`config.mk`:
```
export PLATFORM = sky130hd
export DESIGN_NAME = fuse_seq_ctrl
export DESIGN_NICKNAME = d
export VERILOG_FILES = /design/src/rtl/fuse_seq_pkg.sv /design/src/rtl/fuse_ctl_reg.sv /design/src/rtl/fuse_rd_seq.sv /design/src/rtl/fuse_seq_ctrl.sv
export SDC_FILE = /design/constraint.sdc
export NUM_CORES = 1
export LEC_CHECK = 0
export BUFFER_PORTS_ARGS = -buffer_cell sky130_fd_sc_hd__buf_2
export CAP_MARGIN = 20
export CORE_ASPECT_RATIO = 1.5
export CORE_MARGIN = 2
export CORE_UTILIZATION = 40
export CTS_CLUSTER_SIZE = 28
export DETAILED_ROUTE_END_ITERATION = 16
export GPL_TIMING_DRIVEN = 0
export PLACE_DENSITY = 0.73
export SYNTH_ARGS = -nofsm -noshare
export SYNTH_HDL_FRONTEND = slang
export SYNTH_SLANG_ARGS = --single-unit
```
`constraint.sdc`:
```
create_clock -name clk -period 5.3 [get_ports clk]
set_input_delay 1.06 -clock clk [delete_from_list [all_inputs] [get_ports clk]]
set_output_delay 1.06 -clock clk [all_outputs]
set_load 0.005 [all_outputs]
```
`src/rtl/fuse_seq_pkg.sv`:
```
package fuse_seq_pkg;

    parameter int FA_W   = 7;
    parameter int DW     = 32;
    parameter int RLX_W  = 4;
    parameter int RSTB_W = 6;
    parameter int PSTB_W = 12;
    parameter int KEY_W  = 16;

    localparam int TIM_W = RSTB_W + RLX_W + PSTB_W;
    localparam int CNT_W = (RSTB_W > RLX_W) ? RSTB_W : RLX_W;

    localparam logic [7:0] OFS_CTRL = 8'h00;
    localparam logic [7:0] OFS_SET  = 8'h04;
    localparam logic [7:0] OFS_CLR  = 8'h08;
    localparam logic [7:0] OFS_TIM  = 8'h10;
    localparam logic [7:0] OFS_WDAT = 8'h20;
    localparam logic [7:0] OFS_RCTL = 8'h30;
    localparam logic [7:0] OFS_RDAT = 8'h40;

    localparam int BIT_BUSY   = 8;
    localparam int BIT_ERR    = 9;
    localparam int BIT_RELOAD = 10;
    localparam int KEY_LSB    = 16;

    localparam logic [DW-1:0] POISON = 32'hBADA_BADA;
    localparam logic [DW-1:0] RD_GO  = 32'h0000_0001;

    typedef struct packed {
        logic [RSTB_W-1:0] rd_strobe;
        logic [RLX_W-1:0]  relax;
        logic [PSTB_W-1:0] pg_strobe;
    } tim_t;

    typedef enum logic [1:0] {PH_IDLE, PH_PRE, PH_STB, PH_POST} phase_t;

    function automatic logic [DW-1:0] pack_ctrl(
        input logic [FA_W-1:0]  addr,
        input logic             busy,
        input logic             err,
        input logic             reload,
        input logic [KEY_W-1:0] key
    );
        logic [DW-1:0] w;
        w = '0;
        w[FA_W-1:0]           = addr;
        w[BIT_BUSY]           = busy;
        w[BIT_ERR]            = err;
        w[BIT_RELOAD]         = reload;
        w[KEY_LSB +: KEY_W]   = key;
        return w;
    endfunction

endpackage

```
`src/rtl/fuse_ctl_reg.sv`:
```
module fuse_ctl_reg
    import fuse_seq_pkg::*;
(
    input  logic             clk,
    input  logic             rst,
    input  logic             wr_full,
    input  logic             wr_set,
    input  logic             wr_clr,
    input  logic [FA_W-1:0]  wd_addr,
    input  logic             wd_reload,
    input  logic [KEY_W-1:0] wd_key,
    input  logic             wd_err,
    input  logic             hw_err,
    output logic [FA_W-1:0]  addr_q,
    output logic             reload_q,
    output logic [KEY_W-1:0] key_q,
    output logic             err_q
);

    always_ff @(posedge clk) begin
        if (rst) begin
            addr_q   <= '0;
            reload_q <= 1'b0;
            key_q    <= '0;
        end else if (wr_full) begin
            addr_q   <= wd_addr;
            reload_q <= wd_reload;
            key_q    <= wd_key;
        end else if (wr_set) begin
            addr_q   <= addr_q | wd_addr;
            reload_q <= reload_q | wd_reload;
            key_q    <= key_q | wd_key;
        end else if (wr_clr) begin
            addr_q   <= addr_q & ~wd_addr;
            reload_q <= reload_q & ~wd_reload;
            key_q    <= key_q & ~wd_key;
        end
    end

    // error: raised by hardware, lowered only via the clear alias
    always_ff @(posedge clk) begin
        if (rst)
            err_q <= 1'b0;
        else if (hw_err)
            err_q <= 1'b1;
        else if (wr_clr && wd_err)
            err_q <= 1'b0;
    end

endmodule

```
`src/rtl/fuse_rd_seq.sv`:
```
module fuse_rd_seq
    import fuse_seq_pkg::*;
(
    input  logic              clk,
    input  logic              rst,
    input  logic              start,
    input  logic [RLX_W-1:0]  relax,
    input  logic [RSTB_W-1:0] rd_strobe,
    output logic              busy,
    output logic              strobe,
    output logic              capture
);

    phase_t            ph;
    logic [CNT_W-1:0]  cnt;
    logic              last;

    assign last = (cnt == '0);

    always_ff @(posedge clk) begin
        if (rst) begin
            ph  <= PH_IDLE;
            cnt <= '0;
        end else begin
            unique case (ph)
                PH_IDLE: if (start) begin
                    ph  <= PH_PRE;
                    cnt <= CNT_W'(relax);
                end
                PH_PRE: if (last) begin
                    ph  <= PH_STB;
                    cnt <= CNT_W'(rd_strobe);
                end else begin
                    cnt <= cnt - 1'b1;
                end
                PH_STB: if (last) begin
                    ph  <= PH_POST;
                    cnt <= CNT_W'(relax);
                end else begin
                    cnt <= cnt - 1'b1;
                end
                PH_POST: if (last) begin
                    ph  <= PH_IDLE;
                end else begin
                    cnt <= cnt - 1'b1;
                end
                default: ph <= PH_IDLE;
            endcase
        end
    end

    assign busy    = (ph != PH_IDLE);
    assign strobe  = (ph == PH_STB);
    assign capture = (ph == PH_STB) && last;

endmodule

```
`src/rtl/fuse_seq_ctrl.sv`:
```
module fuse_seq_ctrl
    import fuse_seq_pkg::*;
(
    input  logic            clk,
    input  logic            rst,
    input  logic            bus_wr_en,
    input  logic [7:0]      bus_addr,
    input  logic [DW-1:0]   bus_wdata,
    output logic [DW-1:0]   bus_rdata,
    output logic [FA_W-1:0] fuse_addr,
    output logic            fuse_strobe,
    input  logic [DW-1:0]   fuse_din
);

    logic wr_full, wr_set, wr_clr, wr_tim, wr_wdat, go;
    logic reject, start;

    logic [FA_W-1:0]  ctl_addr;
    logic             ctl_reload;
    logic [KEY_W-1:0] ctl_key;
    logic             ctl_err;

    logic             seq_busy, seq_capture;
    tim_t             tim_q;
    logic [DW-1:0]    wdat_q;
    logic [DW-1:0]    rdata_q;
    logic [FA_W-1:0]  fa_q;

    assign wr_full = bus_wr_en && (bus_addr == OFS_CTRL);
    assign wr_set  = bus_wr_en && (bus_addr == OFS_SET);
    assign wr_clr  = bus_wr_en && (bus_addr == OFS_CLR);
    assign wr_tim  = bus_wr_en && (bus_addr == OFS_TIM);
    assign wr_wdat = bus_wr_en && (bus_addr == OFS_WDAT);
    assign go      = bus_wr_en && (bus_addr == OFS_RCTL) && (bus_wdata == RD_GO);

    assign reject = go && (seq_busy || ctl_err);
    assign start  = go && !reject;

    fuse_ctl_reg u_ctl (
        .clk       (clk),
        .rst       (rst),
        .wr_full   (wr_full),
        .wr_set    (wr_set),
        .wr_clr    (wr_clr),
        .wd_addr   (bus_wdata[FA_W-1:0]),
        .wd_reload (bus_wdata[BIT_RELOAD]),
        .wd_key    (bus_wdata[KEY_LSB +: KEY_W]),
        .wd_err    (bus_wdata[BIT_ERR]),
        .hw_err    (reject),
        .addr_q    (ctl_addr),
        .reload_q  (ctl_reload),
        .key_q     (ctl_key),
        .err_q     (ctl_err)
    );

    fuse_rd_seq u_seq (
        .clk       (clk),
        .rst       (rst),
        .start     (start),
        .relax     (tim_q.relax),
        .rd_strobe (tim_q.rd_strobe),
        .busy      (seq_busy),
        .strobe    (fuse_strobe),
        .capture   (seq_capture)
    );

    always_ff @(posedge clk) begin
        if (rst) begin
            tim_q  <= '0;
            wdat_q <= '0;
            fa_q   <= '0;
        end else begin
            if (wr_tim)  tim_q  <= tim_t'(bus_wdata[TIM_W-1:0]);
            if (wr_wdat) wdat_q <= bus_wdata;
            if (start)   fa_q   <= ctl_addr;
        end
    end

    // poison from a rejected command outranks a capture on the same edge
    always_ff @(posedge clk) begin
        if (rst)
            rdata_q <= '0;
        else if (reject)
            rdata_q <= POISON;
        else if (seq_capture)
            rdata_q <= ctl_err ? POISON : fuse_din;
    end

    assign fuse_addr = fa_q;

    always_comb begin
        unique case (bus_addr)
            OFS_CTRL, OFS_SET, OFS_CLR:
                bus_rdata = pack_ctrl(ctl_addr, seq_busy, ctl_err, ctl_reload, ctl_key);
            OFS_TIM:  bus_rdata = DW'(tim_q);
            OFS_WDAT: bus_rdata = wdat_q;
            OFS_RDAT: bus_rdata = rdata_q;
            default:  bus_rdata = '0;
        endcase
    end

endmodule

```
## After elaboration in Yosys (flattened, before gate mapping)

Index checks and enable logic that the tools add are counted.

- Reductions and logical operators: 24
- Eq/ne operators: 15
- $add $sub $neg: 1
- Mux-type cells: 25
- Bitwise operators: 9

Operators with widths:

| operator | number |
|---|---|
| one-hot mux 32 bit (4 select lines) | 1 |
| two-way mux 32 bit | 3 |
| two-way mux 16 bit | 3 |
| equality test 32 x 1 -> 1 bit (second input constant) | 1 |
| two-way mux 6 bit | 4 |
| one-hot mux 6 bit (4 select lines) | 1 |
| two-way mux 7 bit | 3 |
| bitwise AND 16 bit | 1 |
| equality test 8 x 6 -> 1 bit (second input constant) | 2 |
| inverter 16 bit | 1 |
| bitwise OR 16 bit | 1 |
| logical AND 1 bit | 11 |
| equality test 8 x 3 -> 1 bit (second input constant) | 1 |
| equality test 8 x 4 -> 1 bit (second input constant) | 1 |
| equality test 8 x 5 -> 1 bit (second input constant) | 1 |
| equality test 8 x 7 -> 1 bit (second input constant) | 1 |
| logical NOT 8 bit | 1 |
| two-way mux 2 bit | 4 |
| one-hot mux 2 bit (4 select lines) | 1 |
| bitwise AND 7 bit | 1 |
| inverter 7 bit | 1 |
| bitwise OR 7 bit | 1 |
| logical NOT 6 bit | 1 |
| != test 2 x 1 -> 1 bit (second input constant) | 3 |
| other kinds (17) | 25 |

- Word-level logic and storage cells: 87
- Input port bits: 75
- Bits in registers: 126
- Output and inout bits: 40

## Depth between registers and ports, before layout

Gate-level depths: netlist (run 1).

- Depth after elaboration: 8
- Mapped depth: 9

## By module

From an unflattened synthesis (run 1), not the netlist that was laid out.

- Cell total of the unflattened synthesis: 722
- Area total of the unflattened synthesis: 5784.3 um^2

Modules (own cells, without submodules):

| module | times used | cells each | area an instance (um^2) | sequential area each (um^2) |
|---|---|---|---|---|
| fuse_seq_ctrl | 1 | 520 | 4097.7 | 1861.8 |
| fuse_ctl_reg | 1 | 113 | 983.4 | 500.5 |
| fuse_rd_seq | 1 | 89 | 703.2 | 160.2 |

## Worst setup path after synthesis (run 1)

OpenSTA, ideal clock, no wires.

- Path kind: in2out
- Start: input bus_addr[3]
- End: output bus_rdata[8]
- Cell stages on the path: 6
- Arrival: 2.763 ns
- Path slack: 1.477 ns
- Buffers on the path: 2
- Cells stage by stage: or4_4 > nor4b_1 > clkbuf_1 > clkbuf_1 > a22oi_1 > nand3_1

- Cells in the longest elaborated chain, start to end: 3

RTL lines:

| element | RTL line | text |
|---|---|---|
| start: declaration | fuse_seq_ctrl.sv:7 | `input logic [7:0] bus_addr,` |
| equality test 8 x 3 -> 1 bit (tied with other cells) | fuse_seq_ctrl.sv:92 | `unique case (bus_addr)` |
| OR reduction 3 bit | fuse_seq_ctrl.sv:92 |  |
| one-hot mux 32 bit (4 select lines) * | fuse_seq_ctrl.sv:92 |  |
| end: declaration | fuse_seq_ctrl.sv:9 | `output logic [DW-1:0] bus_rdata,` |

Mark *: on every way between the ends. The rest lies on a longest branch, timed or not.

## Worst setup path in the final report (run 1)

Ends and elaborated chain as after synthesis.

==> results of run 1 <==
## power by group
| group | internal (mW) | switching, mW | total (mW) |
|---|---|---|---|
| Sequential | 0.966 | 0.0178 | 0.984 |
| Clock | 0.710 | 0.433 | 1.14 |
| Combinational | 0.0958 | 0.176 | 0.272 |
## Yosys cell counts, drive strengths merged, types with 3 or more instances
cell type  count  area (um2)
nand2        148         556
dfxtp        126        2520
a21oi        121         606
o21ai         60         312
clkbuf        55         206
nand3         46         230
nor2          44         170
or3           23         149
a22oi         15         113
nor3b         13        97.6
a221o         12         120
a22o          11        96.3
inv           11        41.3
nor4           9        71.3
a222oi         6        60.1
buf            6        43.8
ha             6        75.1
nand4          5        31.3
a31oi          4        25.0
a311oi         3        26.3
and3           3        18.8
nor3           3        15.0
or4            3        30.0
## cell type report
type                    instances  area [um2]  area share [%]
clock inverters                11         116            1.60
clock buffers                  20         457            6.29
diodes                          1        2.50          0.0345
well taps                     196         245            3.38
plain buffers                  61         250            3.45
flip-flops and latches        126        2520            34.8
repair buffers                114         571            7.86
inverters                      11        41.3           0.569
multi-input cells             564        3050            42.1
## critical path, stage by stage
cell	delay [ns]
buf_2	0.13
or4_4	0.55
nor4b_1	0.37
clkbuf_1	0.44
clkbuf_1	0.65
a22oi_1	0.22
nand3_1	0.16
buf_2	0.12
## logic make-up after synthesis
logic type	Yosys count
compound gates	248
fa+ha+maj	6
buf+inv	72
flops	126
simple gates	310
## worst paths after layout
path / start / to / slack (ns)
hold reg to reg: wdat_q[19]$_SDFFE_PP0P_ / wdat_q[19]$_SDFFE_PP0P_ / 0.45
hold / removal: wdat_q[19]$_SDFFE_PP0P_ / wdat_q[19]$_SDFFE_PP0P_ / 0.45
setup / recovery: bus_addr[3] / bus_rdata[8] / 0.54
setup reg to reg: u_seq.cnt[0]$_SDFFE_PP0P_ / rdata_q[18]$_SDFFE_PP0P_ / 2.16
## routing by layer
metal | track usage [%] | vias to the layer above
met5 | 0 | -
met4 | 15.8 | 0
met3 | 5.09 | 79
met2 | 43.0 | 343
met1 | 31.5 | 2959
li1 | - | 2996
==> metrics.md, run 1 <==
| Metric | Value |
|---|---|
| Die Y | `152 um` |
| DRT iter0 DRCs | `638` |
| Total GRT Usage | `26.4%` |
| Worst Clk Skew | `roughly 0.0092 ns` |
| Seq/Total Area, Yosys | `43.0%` |
| Most common cell after layout, fill and taps aside | `nand2_1` |
| Synth Area in Compound Gates | `about a quarter` |
| Largest net degree at the start of global routing | `17` |
| Max Fclk | `about 0.21 GHz` |
| Worst Reg-to-Reg Cells | `9` |
| Non-Filler Instances | `1,104` |
| DR WL met2 | `a little over 10,000 um` |
| Worst vdd ir | `~220 uV` |
| Design Area, Final | `between 7000 and 8000 um2` |
| Pwr dens | `roughly 330 nW/um2` |
| Die Area | `roughly 16,000 um2` |
| Post-Synth Adder-Cell Area | `roughly 1.3%` |
| Leakage power | `around 2.8 nW` |
| Hold_ws | `between 0.4 and 0.5 ns` |
| WL/cell | `18.7 um` |
| Req. time, crit path | `approximately 4.2 ns` |
| Fill cell count | `about 1,500` |
| Placed wire-length estimate | `approximately 15,000 um` |
| DR vias | `approximately 6,400` |
| Post-CTS Resized | `0` |
| Worst setup SP type | `input pin` |
| Row count | `54` |
| CTS Buf Count | `17` |
| Yosys Warn Count | `0` |
| 1st-pass router iterations | `7` |
| Final ANT Viol Nets | `0` |
| M1 WL | `7720 um` |
| Min Tclk post-route | `around 4.8 ns` |
| Slew Limit Fails | `0` |
| Post-Synth Simple-Gate Area | `25.0%` |
| Met3 routed WL | `~1700 um` |
| DRT Wirelength | `20,700 um` |
| Post-Synthesis Cells | `762` |
| Dpl ws | `approximately 0.56 ns` |
| Post-synth EDFFs | `0` |
| Final Hold Fails | `0` |
| Drt via density | `5.78` |
| Nets | `about 980` |
| Worst Path Class, Setup | `input pin to output port` |
| FF+latch count, synth | `between 100 and 150` |
| Clock latency on the worst-skew pair | `between 0.4 and 0.5 ns` |
| Setup TNS Final | `0 ns` |
| Crit-path max FO | `10` |
| Grt total ovfl | `0` |
| Post-synthesis mux area share | `0%` |
| CTS clock-pin slew for the worst setup and hold paths | `approximately 0.06 ns` |
| Final period util | `approximately 90%` |
| Total power | `between 2 and 2.5 mW` |
| Final core occ | `~50%` |
| Final setup margin | `0.540 ns` |
| XOR/XNOR Fraction of Synth Area | `0%` |
| Area after DPL | `~6700 um2` |
| Core ar. | `14,500 um2` |
| Commonest non-fill, non-tap cells in the layout | `148 x nand2_1, 126 x dfxtp_1, 121 x a21oi_1, 116 x buf_2, 59 x o21ai_0` |
| Die X | `between 100 and 150 um` |
| Cell area after technology mapping | `5870 um2` |
| Top FF cell, synth | `dfxtp_1` |
| Vias in the first global route | `approximately 5,800` |
| Hold Path Class | `flip-flop to flip-flop` |
| Syn Nets | `between 800 and 900` |
| Layout area overhead | `23.7%` |
| Initial antenna violation count | `1` |
| Top Layer Used | `met4` |
| Hold buffers post-CTS | `0` |
| Yosys cell types | `between 50 and 60` |
| Arr. time, crit path | `approximately 3.7 ns` |
| Post-CTS Setup Bufs | `0` |
| Depth of the CTS H-tree | `4` |
| Hold Path Depth | `2` |
| TritonCTS clock tree | `done` |
| Inst Count DP | `roughly 1,100` |
| CTS sink cnt | `about 130` |
| Initial Util | `40.6%` |
| Slew HR | `a little over a quarter` |
| Max clock buf depth | `2` |
| Status | `finished clean` |
| RePlAce Congestion | `just under 0.9` |
| Mean area per synthesized cell | `approximately 7.7 um2` |
| CP Capture Type | `output port` |
| # IOs | `around 120` |
| RSZ-0062 raised after global routing | `false` |
| First-pass GRT wire length | `between 30,000 and 40,000 um` |
| Final setup viols | `0` |
| Clk root buf | `clkbuf_16` |
| Least-Margin Pin Slew | `between 1 and 1.5 ns` |
| IO buf count | `about 110` |
| Remaining DRCs | `0` |
| Layout cells sized above 1 | `17.8%` |
| Max-Cap Viols | `0` |
| Largest family of logic cells by synthesized area | `compound AO/OA/AOI/OAI gates` |
| Share of flip-flops with an asynchronous set or reset | `0%` |
No activity file was read; power rests on OpenSTA's default activity.
==> inputs of run 2 (changes only) <==
- RECOVER_POWER: unset -> 25
- clock period: 5.3 -> 4.9 ns (I/O delays scaled with it)
==> run 2 against run 1 <==
Flip-flop and latch count did not move. Sequential share of layout area is 0.22 points higher. Critical path depth is the same. Die area unchanged. Largest power group unchanged. Cell count stayed put.
==> metrics.md, run 2 (synthesized netlist as in run 1, its figures left out) <==
| Metric | Value |
|---|---|
| P_int | `1.91 mW (+8.0%)` |
| RSZ-0062 raised after global routing | `false` |
| Dpl ws | `0.324 ns (-0.240 ns)` |
| Switching share of power | `26.0% (-0.16 points)` |
| Clock Power Share | `47.6% (about the same)` |
| GR Util met1 | `31.5% (unchanged)` |
| Nets | `976 (unchanged)` |
| Remaining DRCs | `0 (unchanged)` |
| CTS clock-pin slew for the worst setup and hold paths | `0.06 ns (about the same)` |
| Core ar. | `14,500 um2 (unchanged)` |
| Grt total ovfl | `0 (unchanged)` |
| Hold buffers post-CTS | `0 (unchanged)` |
| Sequential share of power | `41.2% (+0.2 points)` |
| DRT iter0 DRCs | `625 (-2.0%)` |
| Arr. time, crit path | `3.70 ns (about the same)` |
| Area occupied by multi-input gates | `3020 um2 (-1.0%)` |
| DRT Wirelength | `20,700 um (+0.25%)` |
| Total GRT Usage | `26.4% (unchanged)` |
| 1st-pass router iterations | `6 (-1)` |
| Fill cell count | `1,501 (+0.33%)` |
| CP Capture Type | `output port` |
| Initial Util | `40.6% (unchanged)` |
| Max clock buf depth | `2 (unchanged)` |
| Top Usage Layer GRT | `met2` |
| Initial antenna violation count | `1 (unchanged)` |
| Die X | `103 um (unchanged)` |
| Layout cells sized above 1 | `16.6% (-1.1 points)` |
| Largest net degree at the start of global routing | `17 (unchanged)` |
| WL/cell | `18.8 um (+0.25%)` |
| Storage cell area | `2520 um2 (unchanged)` |
| IO buf count | `113 (unchanged)` |
| Max Fclk | `roughly 0.21 GHz` |
| Post-CTS Resized | `0 (unchanged)` |
| Psw | `672 uW (+7.1%)` |
| First-pass GRT wire length | `31,500 um (unchanged)` |
| Met2 Use GR | `43.0% (unchanged)` |
| Final setup viols | `0 (unchanged)` |
| Final period util | `between 90% and 100%` |
| Depth of the CTS H-tree | `4 (unchanged)` |
| Comb pwr share | `11.2% (about the same)` |
| Max-Cap Viols | `0 (unchanged)` |
| Pwr dens | `358 nW/um2 (+8.4%)` |
| Final setup margin | `0.222 ns (-0.318 ns)` |
| Die Y | `152 um (unchanged)` |
| Worst Path Class, Setup | `input pin to output port` |
| Worst Clk Skew | `0.00720 ns (-0.00197 ns)` |
| Clk root buf | `clkbuf_16` |
| Post-CTS Setup Bufs | `0 (unchanged)` |
| Worst setup SP type | `input pin` |
| Crit-path max FO | `10 (unchanged)` |
| Final Hold Fails | `0 (unchanged)` |
| Worst vdd ir | `237 uV (+7.6%)` |
| Commonest non-fill, non-tap cells in the layout | `148 x nand2_1, 126 x dfxtp_1, 121 x a21oi_1, 110 x buf_2, 62 x clkbuf_1` |
| # IOs | `115 (unchanged)` |
| RePlAce Congestion | `0.896 (unchanged)` |
| Leakage power | `2.69 nW (-2.4%)` |
| Slew Limit Fails | `0 (unchanged)` |
| Slew HR | `8.85% (-18 points)` |
| Status | `finished clean` |
| Min Tclk post-route | `approximately 4.7 ns` |
| DR vias | `6,381 (+0.063%)` |
| Setup TNS Final | `0 ns (unchanged)` |
| Met3 usage | `5.09% (unchanged)` |
| Final ANT Viol Nets | `0 (unchanged)` |
| Layout area overhead | `23.0%` |
| Hold Path Class | `flip-flop to flip-flop` |
| Vias in the first global route | `5,838 (unchanged)` |
| Most common cell after layout, fill and taps aside | `nand2_1` |
| Die Area | `15,700 um2 (unchanged)` |
| TritonCTS clock tree | `done` |
| Clock latency on the worst-skew pair | `0.42 ns (about the same)` |
| CTS Buf Count | `17 (unchanged)` |
| CTS sink cnt | `126 (unchanged)` |
| Least-Margin Pin Slew | `1.35 ns (+0.264 ns)` |
| Req. time, crit path | `3.92 ns (-0.32 ns)` |
| Drt via density | `5.78 (about the same)` |
| Row count | `54 (unchanged)` |
| Placed wire-length estimate | `15,200 um (unchanged)` |
[run 2: worst paths after layout]
| kind | start | end | slack (ns) | cells past startpoint |
|---|---|---|---|---|
| setup / recovery | bus_addr[3] | bus_rdata[8] | 0.22 | 8 |
| hold / removal | wdat_q[19]$_SDFFE_PP0P_ | wdat_q[19]$_SDFFE_PP0P_ | 0.45 | 2 |
| setup reg to reg | u_seq.cnt[0]$_SDFFE_PP0P_ | rdata_q[18]$_SDFFE_PP0P_ | 1.77 | 9 |
| hold reg to reg | wdat_q[19]$_SDFFE_PP0P_ | wdat_q[19]$_SDFFE_PP0P_ | 0.45 | 2 |
[run 2: layer usage]
metal  vias up  part of all wire, %
met5         -                    0
met1      2972                   37
li1       3003                    -
met2       332                   49
met4         0                  5.3
met3        74                  8.1
[run 2: power groups by stage]
| stage | Combinational, mW | Sequential (mW) | Clock [mW] |
|---|---|---|---|
| after floorplan | 0.182 | 1.08 | 0 |
| after global placement | 0.285 | 1.09 | 0 |
| after detailed placement | 0.287 | 1.09 | 0 |
| after CTS | 0.290 | 1.06 | 1.24 |
| after global routing | 0.317 | 1.07 | 1.28 |
| final | 0.289 | 1.06 | 1.23 |
[run 2: stage by stage]
step                util, %  instances  total power, mW  hold WS, ns  cell area [um2]
CTS                    50.1       1102             2.59        0.453             7250
global placement       46.2       1071             1.37        0.442             6680
finish                 49.9       1104             2.58        0.454             7210
detailed placement     46.2       1071             1.37        0.446             6680
floorplan                 -        762             1.26        0.436             5870
global route           49.9       1104             2.67        0.466             7210
[run 2: critical path, cell delays in order]
cell	delay, ns
buf_2	0.12
or4_1	0.59
nor4b_1	0.37
clkbuf_1	0.46
clkbuf_1	0.67
a22oi_1	0.22
nand3_1	0.16
buf_2	0.12
[run 2: area by class of cell]
type                    instances  share of cell area (%)
inverters                      11                   0.573
clock buffers                  20                    6.33
well taps                     196                    3.40
multi-input cells             564                    41.9
repair buffers                114                    7.82
plain buffers                  61                    3.37
diodes                          1                  0.0347
clock inverters                11                    1.61
flip-flops and latches        126                    35.0
